**src/rtl/pyr_pkg.sv**
```systemverilog
package pyr_pkg;

  typedef enum logic [1:0] {ST_IDLE, ST_RUN, ST_WAIT} pyr_state_e;

  // group size for a ratio code: 2, 4, 8, 16
  function automatic logic [31:0] grp_size(input logic [1:0] sel);
    return 32'd2 << sel;
  endfunction

  // destination row length: ceil(len / p)
  function automatic logic [31:0] out_len(input logic [31:0] len, input logic [1:0] sel);
    return (len + grp_size(sel) - 32'd1) >> ({30'd0, sel} + 32'd1);
  endfunction

endpackage

```
**src/rtl/pyr_rd_seq.sv**
```systemverilog
module pyr_rd_seq
  import pyr_pkg::*;
#(
  parameter int NPLANES = 4,
  parameter int MAXCOLS = 64,
  localparam int PW = (NPLANES > 1) ? $clog2(NPLANES) : 1,
  localparam int AW = (MAXCOLS > 1) ? $clog2(MAXCOLS) : 1,
  localparam int LW = AW + 1
) (
  input  logic          clk,
  input  logic          rst,
  input  logic          load_i,
  input  logic          run_i,
  input  logic [1:0]    sel_i,
  input  logic [LW-1:0] len_i,
  output logic          rd_en_o,
  output logic [PW-1:0] rd_plane_o,
  output logic [AW-1:0] rd_addr_o,
  output logic          first_o,
  output logic          last_grp_o,
  output logic          last_all_o,
  output logic [AW-1:0] out_idx_o
);

  logic [AW-1:0] col_q;
  logic [PW-1:0] plane_q;
  logic [AW-1:0] k_mask;
  logic          last_in_plane;

  assign k_mask        = AW'(grp_size(sel_i) - 32'd1);
  assign last_in_plane = (LW'(col_q) == len_i - LW'(1));

  assign rd_en_o    = run_i;
  assign rd_plane_o = plane_q;
  assign rd_addr_o  = col_q;
  assign first_o    = ((col_q & k_mask) == '0);
  assign last_grp_o = ((col_q & k_mask) == k_mask) || last_in_plane;
  assign last_all_o = last_in_plane && (plane_q == PW'(NPLANES - 1));
  assign out_idx_o  = col_q >> ({1'b0, sel_i} + 3'd1);

  always_ff @(posedge clk) begin
    if (rst || load_i) begin
      col_q   <= '0;
      plane_q <= '0;
    end else if (run_i) begin
      if (last_in_plane) begin
        col_q   <= '0;
        plane_q <= plane_q + PW'(1);
      end else begin
        col_q <= col_q + AW'(1);
      end
    end
  end


  rd_in_row_chk: assert property (@(posedge clk) disable iff (rst)
    rd_en_o |-> (LW'(rd_addr_o) < len_i));


  rd_ascending_chk: assert property (@(posedge clk) disable iff (rst)
    (rd_en_o && $past(rd_en_o) && $past(rd_plane_o) == rd_plane_o)
      |-> (rd_addr_o == $past(rd_addr_o) + AW'(1)));

endmodule

```
**src/rtl/pyr_or_acc.sv**
```systemverilog
module pyr_or_acc
#(
  parameter int PW = 2,
  parameter int AW = 6
) (
  input  logic          clk,
  input  logic          rst,
  input  logic          valid_i,
  input  logic          first_i,
  input  logic          last_grp_i,
  input  logic          last_all_i,
  input  logic [PW-1:0] plane_i,
  input  logic [AW-1:0] idx_i,
  input  logic          rd_data_i,
  output logic          wr_en_o,
  output logic [PW-1:0] wr_plane_o,
  output logic [AW-1:0] wr_addr_o,
  output logic          wr_data_o,
  output logic          done_o
);

  // tag of the read in flight, aligned with the returning data
  logic          v_q, f_q, lg_q, la_q;
  logic [PW-1:0] plane_q;
  logic [AW-1:0] idx_q;
  logic          acc_q;
  logic          done_q;
  logic          merged;

  assign merged     = (f_q ? 1'b0 : acc_q) | rd_data_i;
  assign wr_en_o    = v_q && lg_q;
  assign wr_plane_o = plane_q;
  assign wr_addr_o  = idx_q;
  assign wr_data_o  = merged;
  assign done_o     = done_q;

  always_ff @(posedge clk) begin
    if (rst) begin
      v_q     <= 1'b0;
      f_q     <= 1'b0;
      lg_q    <= 1'b0;
      la_q    <= 1'b0;
      plane_q <= '0;
      idx_q   <= '0;
      acc_q   <= 1'b0;
      done_q  <= 1'b0;
    end else begin
      v_q     <= valid_i;
      f_q     <= first_i;
      lg_q    <= last_grp_i;
      la_q    <= last_all_i && valid_i;
      plane_q <= plane_i;
      idx_q   <= idx_i;
      done_q  <= v_q && la_q;
      if (v_q) acc_q <= lg_q ? 1'b0 : merged;
    end
  end


  done_pulse_chk: assert property (@(posedge clk) disable iff (rst)
    done_o |=> !done_o);


  done_after_write_chk: assert property (@(posedge clk) disable iff (rst)
    done_o |-> $past(wr_en_o));

endmodule

```
**src/rtl/pyr_or_reduce.sv**
```systemverilog
module pyr_or_reduce
  import pyr_pkg::*;
#(
  parameter int NPLANES = 4,
  parameter int MAXCOLS = 64,
  localparam int PW = (NPLANES > 1) ? $clog2(NPLANES) : 1,
  localparam int AW = (MAXCOLS > 1) ? $clog2(MAXCOLS) : 1,
  localparam int LW = AW + 1
) (
  input  logic          clk,
  input  logic          rst,
  input  logic          start_i,
  input  logic [1:0]    ratio_sel_i,
  input  logic [LW-1:0] src_len_i,
  output logic          busy_o,
  output logic          done_o,
  output logic          src_rd_en_o,
  output logic [PW-1:0] src_plane_o,
  output logic [AW-1:0] src_addr_o,
  input  logic          src_rd_data_i,
  output logic          dst_wr_en_o,
  output logic [PW-1:0] dst_plane_o,
  output logic [AW-1:0] dst_addr_o,
  output logic          dst_wr_data_o
);

  pyr_state_e    state_q;
  logic [1:0]    sel_q;
  logic [LW-1:0] len_q;
  logic [LW-1:0] olen_q;
  logic          len_ok;
  logic          accept;
  logic          run;
  logic          rd_first, rd_last_grp, rd_last_all;
  logic [AW-1:0] rd_idx;

  assign len_ok = (src_len_i != '0) && (src_len_i <= LW'(MAXCOLS));
  assign accept = start_i && (state_q == ST_IDLE) && len_ok;
  assign run    = (state_q == ST_RUN);
  assign busy_o = (state_q != ST_IDLE);

  always_ff @(posedge clk) begin
    if (rst) begin
      state_q <= ST_IDLE;
      sel_q   <= '0;
      len_q   <= '0;
      olen_q  <= '0;
    end else begin
      unique case (state_q)
        ST_IDLE: if (accept) begin
          state_q <= ST_RUN;
          sel_q   <= ratio_sel_i;
          len_q   <= src_len_i;
          olen_q  <= LW'(out_len(32'(src_len_i), ratio_sel_i));
        end
        ST_RUN:  if (rd_last_all) state_q <= ST_WAIT;
        ST_WAIT: state_q <= ST_IDLE;
        default: state_q <= ST_IDLE;
      endcase
    end
  end

  pyr_rd_seq #(.NPLANES(NPLANES), .MAXCOLS(MAXCOLS)) rd_seq_i (
    .clk        (clk),
    .rst        (rst),
    .load_i     (accept),
    .run_i      (run),
    .sel_i      (sel_q),
    .len_i      (len_q),
    .rd_en_o    (src_rd_en_o),
    .rd_plane_o (src_plane_o),
    .rd_addr_o  (src_addr_o),
    .first_o    (rd_first),
    .last_grp_o (rd_last_grp),
    .last_all_o (rd_last_all),
    .out_idx_o  (rd_idx)
  );

  pyr_or_acc #(.PW(PW), .AW(AW)) or_acc_i (
    .clk        (clk),
    .rst        (rst),
    .valid_i    (src_rd_en_o),
    .first_i    (rd_first),
    .last_grp_i (rd_last_grp),
    .last_all_i (rd_last_all),
    .plane_i    (src_plane_o),
    .idx_i      (rd_idx),
    .rd_data_i  (src_rd_data_i),
    .wr_en_o    (dst_wr_en_o),
    .wr_plane_o (dst_plane_o),
    .wr_addr_o  (dst_addr_o),
    .wr_data_o  (dst_wr_data_o),
    .done_o     (done_o)
  );


  wr_in_range_chk: assert property (@(posedge clk) disable iff (rst)
    dst_wr_en_o |-> (LW'(dst_addr_o) < olen_q));


  wr_while_busy_chk: assert property (@(posedge clk) disable iff (rst)
    dst_wr_en_o |-> busy_o);


  done_idle_chk: assert property (@(posedge clk) disable iff (rst)
    done_o |-> !busy_o);


  busy_start_ignored_chk: assert property (@(posedge clk) disable iff (rst)
    (busy_o && start_i) |=> ($stable(sel_q) && $stable(len_q)));


  bad_len_ignored_chk: assert property (@(posedge clk) disable iff (rst)
    (!busy_o && start_i && (src_len_i == '0)) |=> !busy_o);

endmodule

```
**config.mk**
```make
export PLATFORM = sky130hd
export DESIGN_NAME = pyr_or_reduce
export DESIGN_NICKNAME = d
export VERILOG_FILES = /design/src/rtl/pyr_pkg.sv /design/src/rtl/pyr_rd_seq.sv /design/src/rtl/pyr_or_acc.sv /design/src/rtl/pyr_or_reduce.sv
export SDC_FILE = /design/constraint.sdc
export NUM_CORES = 1
export LEC_CHECK = 0
export ABC_AREA = 1
export BUFFER_PORTS_ARGS = -buffer_cell sky130_fd_sc_hd__buf_4
export CAP_MARGIN = 15
export CORE_MARGIN = 2
export CORE_UTILIZATION = 35
export CTS_BUF_LIST = sky130_fd_sc_hd__clkbuf_4 sky130_fd_sc_hd__clkbuf_8
export DETAILED_ROUTE_END_ITERATION = 10
export GPL_TIMING_DRIVEN = 0
export SLEW_MARGIN = 20
export SYNTH_ARGS = -nofsm -noshare
export SYNTH_HDL_FRONTEND = slang
export SYNTH_HIERARCHICAL = 1
export SYNTH_SLANG_ARGS = --single-unit
```
**constraint.sdc**
```tcl
create_clock -name clk -period 3.48 [get_ports clk]
set_input_delay 0.696 -clock clk [delete_from_list [all_inputs] [get_ports clk]]
set_output_delay 0.696 -clock clk [all_outputs]
set_load 0.02 [all_outputs]
```
==> results.txt, run 1 <==
The run finished with clean final reports. For the number of fill cells in the layout, the log shows 568. After floorplanning, the core was sized to cover 5170 µm². The leakage power of the design is 0.00123 µW.

The number of sinks driven by the clock tree came out at 33. After the first detailed-routing iteration, the DRC count stood at 47. The critical path goes through inv_1 -> nor2_1 -> buf_4 -> buf_4. Overall global routing resource usage: 15.3%. For this design the top-level I/O count stands at 34. The later pin in the worst-skew pair is clocked with a latency of 280 ps. For the pin with the worst max-slew slack, the measured transition is 603 ps. The top cell types in the final layout, fill and taps aside, are 91 x sky130_fd_sc_hd__nand2_1, 63 x sky130_fd_sc_hd__inv_1, 53 x sky130_fd_sc_hd__nor2_1.

The tools report the remaining global-route overflow as 0. Per report_power, the clock group accounts for 42.7% of the total. Dividing the detail-routed wire length by the instance count gives 9.78 µm. The number of nets handed over by synthesis was 327. The peak supply drop was 0.175 mV.

The relative contribution of sequential cells to total power is 40.5%, and the pre-CTS setup slack is 1400 ps. On the final layout, the worst hold slack is 420 ps. The synthesized design contains 33 register bits. The total setup buffers inserted after CTS was 0. In this run, CTS created clock tree buffers numbering 5.

The share of the Yosys chip area taken by registers is 34.6%. Setup violations remaining at the end of the flow were counted as 0. The delay of the slowest cell on the worst path came out at 460 ps.

The final weighted congestion in routability-driven placement is 0.824. TritonCTS built the clock tree. The internal power of the cells totals 743 µW. Row generation in the floorplan step produced 26 rows. The post-route clock skew was 3.90 ps; the required time reported for the critical path endpoint was 2780 ps. The run gives 0 as the number of endpoints with negative hold slack in the final report. At the end of the flow, the number of nets in the layout was 367. The origin of the worst setup path is state_q[0]. In the finished design, the share of the clock period the worst path needs comes to 62.9%. The run gives 36.9% as the initial core utilization. In this run the critical register-to-register path is launched from len_q[0]. After clock tree synthesis, the clock-pin slew on the worst setup and hold paths is 70 ps. Summed over all nets, the switching power comes to 263 µW. In the post-route analysis, the smallest setup slack over all paths is 1290 ps. The overall die width works out to 77.9 µm.

The worst setup path is launched from a flop. The min-delay analysis places its worst path in the category flop to flop. The layout cell share with drive strength beyond 1 was 17.9%; the total iterations of the first detailed-routing run was 6. From synthesis to final layout, the design area changed by 24.6%. For the hold buffer count at CTS, the log shows 0.

The setup path with the least slack is of type flop to primary output. The tools report the number of different library cells in the post-synthesis netlist as 27. The initial antenna violation count came out at 0.

Along the worst path, the maximum fanout reaches 9. The run gives 0 as the number of antenna-violating nets in the routed design. The completed layout was analyzed and its total power is 1010 µW. The port buffer count was 33; the maximum level of the CTS H-tree was 2. Most frequent standard cell in the layout excluding fill and tap cells: sky130_fd_sc_hd__nand2_1. Entering global routing, the biggest net connects 12 pins. The tools report the arrival time of the worst setup path as 1490 ps. STA classifies the critical path endpoint as a primary output.

Of the total power, combinational logic draws 16.8%. The number of gates resized after CTS was 0. Power per cell area: 423 nW/µm². For the final routed database, the setup TNS stands at 0 ps. The routed design could run at a clock period as short as 2190 ps. The post-synthesis instance area was 1910 µm²; the via density per instance was 4.28. The HPWL after detailed placement is 3180 µm.

The relative slew slack is 59.7%, and the total number of vias is 1801. Across the run, the number of max-cap violations was 0. The number of global-route vias before repair came out at 1645. Setup repair after global routing left no endpoint under its margin. The highest achievable clock rate was 457 MHz. In this run the clock root is driven by a sky130_fd_sc_hd__clkbuf_8.

Warning count from the yosys run: 6. In this run the most critical hold path is launched from or_acc_i/la_q. The run gives 2 as the deepest clock path buffer count. Worst-path cell with the longest stage delay: sky130_fd_sc_hd__nor2_1. The area enclosed by the die boundary is 6070 µm², and the average size of a mapped cell is 6.16 µm². The first global-routing pass estimated 7300 µm of wire.

In this run switching power makes up 26.1% of total power. The most used cell along the critical path was sky130_fd_sc_hd__buf_4. The vertical extent of the die was 77.9 µm; the number of DRC violations after detailed routing was 0.

Synthesis produced 310 cells. The logs give 4120 µm for the total routed wirelength and 0 for the antenna cell count. The number of max-slew violations in the final report is 0.
## through the flow
stage	util [%]	area, µm²	cells
floorplan	-	1910	310
global placement	43.4	2250	413
detailed placement	43.4	2250	413
CTS	46.0	2380	421
global route	46.0	2380	421
finish	46.0	2380	421
## final cells by class
type                       instances  area [µm²]  area share, %
tap                               70        87.6           3.68
multi-input combinational        199         938           39.4
clock buffer                       5        68.8           2.89
clock inverter                     3        65.1           2.73
buffer                             4        33.8           1.42
timing repair buffer              33         248           10.4
inverter                          74         278           11.7
sequential                        33         661           27.8
## state kept, by name (all words and copies together) (netlist names), 2 cells and up
register,cells
len_q,7
or_acc_i/wr_plane_o,2
sel_q,2
rd_seq_i/rd_addr_o,6
rd_seq_i/rd_plane_o,2
or_acc_i/wr_addr_o,6
state_q,2
## worst max-delay path, delay by kind of cell, from the launching register on
family / cells / cell delay, ps
DFF: 1 / 330
buffers and inverters: 3 / 410
and+or+nand+nor: 1 / 460
## power by group through the flow
stage | combinational, µW | clock (µW) | sequential (µW)
6_report | 169 | 429 | 407
5_1_grt | 199 | 458 | 410
4_1_cts | 170 | 444 | 407
3_5_place_dp | 170 | 0 | 416
3_3_place_gp | 168 | 0 | 416
2_1_floorplan | 120 | 0 | 417
## cells in the mapped netlist
library cell,number,area [µm²]
sky130_fd_sc_hd__inv_2,9,33.8
sky130_fd_sc_hd__nor4_1,1,6.26
sky130_fd_sc_hd__nor2_2,1,6.26
sky130_fd_sc_hd__nand3b_1,1,7.51
sky130_fd_sc_hd__ha_1,4,50.1
sky130_fd_sc_hd__nand2_1,91,342
sky130_fd_sc_hd__buf_6,1,11.3
sky130_fd_sc_hd__xor2_1,2,17.5
sky130_fd_sc_hd__o41ai_1,1,8.76
sky130_fd_sc_hd__a311oi_1,1,8.76
sky130_fd_sc_hd__a21oi_1,4,20.0
sky130_fd_sc_hd__or2_4,1,8.76
sky130_fd_sc_hd__nor4_4,1,21.3
sky130_fd_sc_hd__o21ai_0,6,30.0
sky130_fd_sc_hd__nand3_1,10,50.1
sky130_fd_sc_hd__dfxtp_1,33,661
sky130_fd_sc_hd__nor2_8,1,20.0
sky130_fd_sc_hd__inv_1,63,236
sky130_fd_sc_hd__o221ai_1,3,26.3
sky130_fd_sc_hd__nand2_2,3,18.8
sky130_fd_sc_hd__nor3_1,1,5.00
sky130_fd_sc_hd__clkinv_1,2,7.51
sky130_fd_sc_hd__conb_1,1,3.75
sky130_fd_sc_hd__nor2_1,53,199
sky130_fd_sc_hd__nand4_1,11,68.8
sky130_fd_sc_hd__nand3_2,2,20.0
sky130_fd_sc_hd__buf_4,3,22.5
## final timing paths
path	end	slack [ps]	depth (start not counted)
setup / recovery	src_rd_en_o	1290	4
hold / removal	or_acc_i/done_o	420	2
hold reg to reg	or_acc_i/done_o	420	2
setup reg to reg	state_q[1]	1610	12
## cells by family after synthesis
logic type,count (synthesis),synth area share (%)
AND/OR/NAND/NOR,177,40.5
adder cells (fa/ha/maj),4,2.62
buffers and inverters,78,16.3
flip-flops,33,34.6
AO/OA/AOI/OAI,15,4.91
other,1,0.196
XOR/XNOR,2,0.917
## per-layer routing
metal | up-vias | global-route usage (%) | wire [µm]
met5 | - | 0 | 0
met1 | 747 | 18.7 | 1980
met3 | 6 | 4.30 | 210
met2 | 43 | 25.1 | 1860
li1 | 1005 | - | -
met4 | 0 | 6.61 | 60
(Power assumes the default switching activity.)
==> run 2, diff against run 1 <==
==> constraint.sdc (replaced) <==
create_clock -name clk -period 1.8 [get_ports clk]
set_input_delay 0.36 -clock clk [delete_from_list [all_inputs] [get_ports clk]]
set_output_delay 0.36 -clock clk [all_outputs]
set_load 0.02 [all_outputs]
==> run 2 against run 1 <==
Effect of this change:
- setup slack got worse by 1200 ps
- first-iteration DRC count is 28% lower
- critical path depth rose by 8
- sequential share of layout area decreased by 0.69 points
- hold slack worse by 80 ps
- sequential cell count unchanged
- final area increased by 3.3%
- highest routed layer unchanged
- die area is the same
- clock skew barely moved
- critical path type is now flop to flop
==> results.txt, run 2 (synthesis gave the netlist of run 1 again) <==
The tools report the final non-filler cell total as 424 (was 421). The run gives 0.346 mV (was 0.175 mV) as the peak supply drop. The register bank with the most flops was len_q (unchanged).

The number of violations of the max-capacitance limit is 0 (unchanged), and the via density per instance is 4.25 (was 4.28). The tools report the deepest clock path buffer count as 2 (unchanged). The tools report the first-pass GRT wire length as 7290 µm (was 7300 µm). The number of global-route vias before repair was 1645 (unchanged); the maximum level of the CTS H-tree was 2 (unchanged).

The remaining global-route overflow is 0 (unchanged), and the number of I/O pins is 34 (unchanged). Post-route clock skew: 4.31 ps (was 3.90 ps). The most frequent standard cell in the layout excluding fill and tap cells was sky130_fd_sc_hd__nand2_1 (unchanged).

TritonCTS built the clock tree. Leading cell types in the layout, fill and taps excluded: 90 x sky130_fd_sc_hd__nand2_1, 62 x sky130_fd_sc_hd__inv_1, 49 x sky130_fd_sc_hd__nor2_1 (was 91 x sky130_fd_sc_hd__nand2_1, 63 x sky130_fd_sc_hd__inv_1, 53 x sky130_fd_sc_hd__nor2_1). The source-to-sink clock delay at the later pin of the worst-skew pair came out at 280 ps (about the same). The flow ran to the end, and the final reports show no timing, DRC or antenna violations. The layout cell share with drive strength beyond 1 is 21.8% (was 17.9%), and the time the final worst path needs with I/O delays and setup is 1690 ps. The overall die width was 77.9 µm (unchanged); the vertical extent of the die was 77.9 µm (unchanged). The tools report the kind of start point of the critical path as a flop (unchanged). The leakage power of the design is 0.00126 µW (was 0.00123 µW), and the initial core utilization is 36.9% (unchanged).

Required time reported for the critical path endpoint: 1990 ps (was 2780 ps). Wire length per cell: 9.85 µm (was 9.78 µm). The final-stage net count was 370 (was 367); the arrival time of the worst setup path was 1880 ps (was 1490 ps).

The number of setup violations in the final report is 0 (unchanged), and the clock-pin slew on the worst setup and hold paths is 70 ps (about the same). The tools report the initial antenna violation count as 0 (unchanged). The run gives 0 (unchanged) as the number of endpoints with negative hold slack in the final report.

The synthesis-to-layout area growth came out at 28.7% (was 24.6%). The post-placement cell count is 413 (unchanged). The count of standard-cell rows came out at 26 (unchanged). The class of the worst hold path is input port to flop (was flop to flop). The power per cell area works out to 798 nW/µm² (was 423 nW/µm²). The final critical path takes up 93.9% of the cycle. For the number of max-slew violations in the final report, the log shows 0 (unchanged). For the detailed placement HPWL, the log shows 3180 µm (unchanged). The tools report the critical path endpoint category as a flop (was a primary output). The port buffer count was 33 (unchanged). The tools report the number of antenna-violating nets in the routed design as 0 (unchanged). The cell chosen for the clock root was sky130_fd_sc_hd__clkbuf_8 (unchanged). Post-place instance area: 2250 µm² (unchanged). The tools report the number of violations reported at the end of detailed-routing iteration 0 as 34 (was 47). The final weighted congestion in routability-driven placement is 0.824 (unchanged), and the total routed wirelength is 4180 µm (was 4120 µm).

The antenna cell count was 0 (unchanged). The area enclosed by the die boundary was 6070 µm² (unchanged); the final cell area excluding filler cells was 2460 µm² (was 2380 µm²). The number of sinks driven by the clock tree was 33 (unchanged). For the total number of vias, the log shows 1802 (was 1801).

Largest net degree at the start of global routing: 12 (unchanged). The tools report the placeable core area as 5170 µm² (unchanged). The maximum fanout encountered on the critical timing path was 4 (was 9).

The critical path class is flop to flop (was flop to primary output). The overall global routing resource usage came out at 15.3% (unchanged). The highest achievable clock rate was 591 MHz.

The run gives 340 ps (was 420 ps) as the worst slack on hold paths. The number of flip-flops under the largest register name is 7 (unchanged). The hold buffer count at CTS is 0 (unchanged), and the number of DRC violations after detailed routing is 0 (unchanged).

The number of CTS-inserted buffers was 5 (unchanged); the total iterations of the first detailed-routing run was 4 (was 6). For the final total power, the log shows 1960 µW (was 1010 µW).
run 2: final cells by class:
class                      count  area, µm²
timing repair buffer          36        270
clock buffer                   5       68.8
tap                           70       87.6
clock inverter                 3       65.1
multi-input combinational    199        987
buffer                         4       33.8
fill                         549       2710
inverter                      74        280
sequential                    33        666
run 2: metal layers:
layer	global-route usage [%]	vias up	wire (µm)
met4	6.61	0	84
met5	0	-	0
met1	18.8	747	2010
li1	-	1011	-
met2	25.0	36	1860
met3	4.30	8	216
run 2: final timing paths:
check / cells past startpoint / to / slack [ps] / startpoint
worst max-delay path: 12 / state_q[1] / 110 / len_q[0]
worst min-delay path: 2 / state_q[0] / 340 / rst
worst max register to register: 12 / state_q[1] / 110 / len_q[0]
worst min register to register: 2 / or_acc_i/done_o / 420 / or_acc_i/la_q
run 2: power by group:
group | internal (µW) | switching (µW)
registers | 759 | 29.3
logic | 138 | 208
clock network | 550 | 279
total | 1450 | 516
run 2: worst max-delay path: stages (launching register included):
cell	delay, ps
sky130_fd_sc_hd__dfxtp_4	370
sky130_fd_sc_hd__inv_4	50
sky130_fd_sc_hd__ha_4	250
sky130_fd_sc_hd__inv_1	30
sky130_fd_sc_hd__nand2_1	50
sky130_fd_sc_hd__nand2_1	60
sky130_fd_sc_hd__nor2_2	120
sky130_fd_sc_hd__nand3_1	100
sky130_fd_sc_hd__nor2_2	160
sky130_fd_sc_hd__nand2_2	110
sky130_fd_sc_hd__nor2_4	100
sky130_fd_sc_hd__inv_2	50
sky130_fd_sc_hd__nor4_2	140
run 2: per-stage QoR:
| stage | util (%) | worst slack [ps] | setup TNS (ps) |
|---|---|---|---|
| 3_3_place_gp | 43.4 | -8.91 | -8.91 |
| 2_1_floorplan | - | 201 | 0 |
| 4_1_cts | 46.3 | 20.8 | 0 |
| 6_report | 47.5 | 109 | 0 |
| 5_1_grt | 47.5 | -39.6 | -47.1 |
| 3_5_place_dp | 43.4 | -32.7 | -58.9 |
run 2: repair_timing:
action	in CTS	in global routing
gates resized for setup	3	12
pin swaps	2	5
setup buffers	1	2
endpoints found under the setup margin	3	5
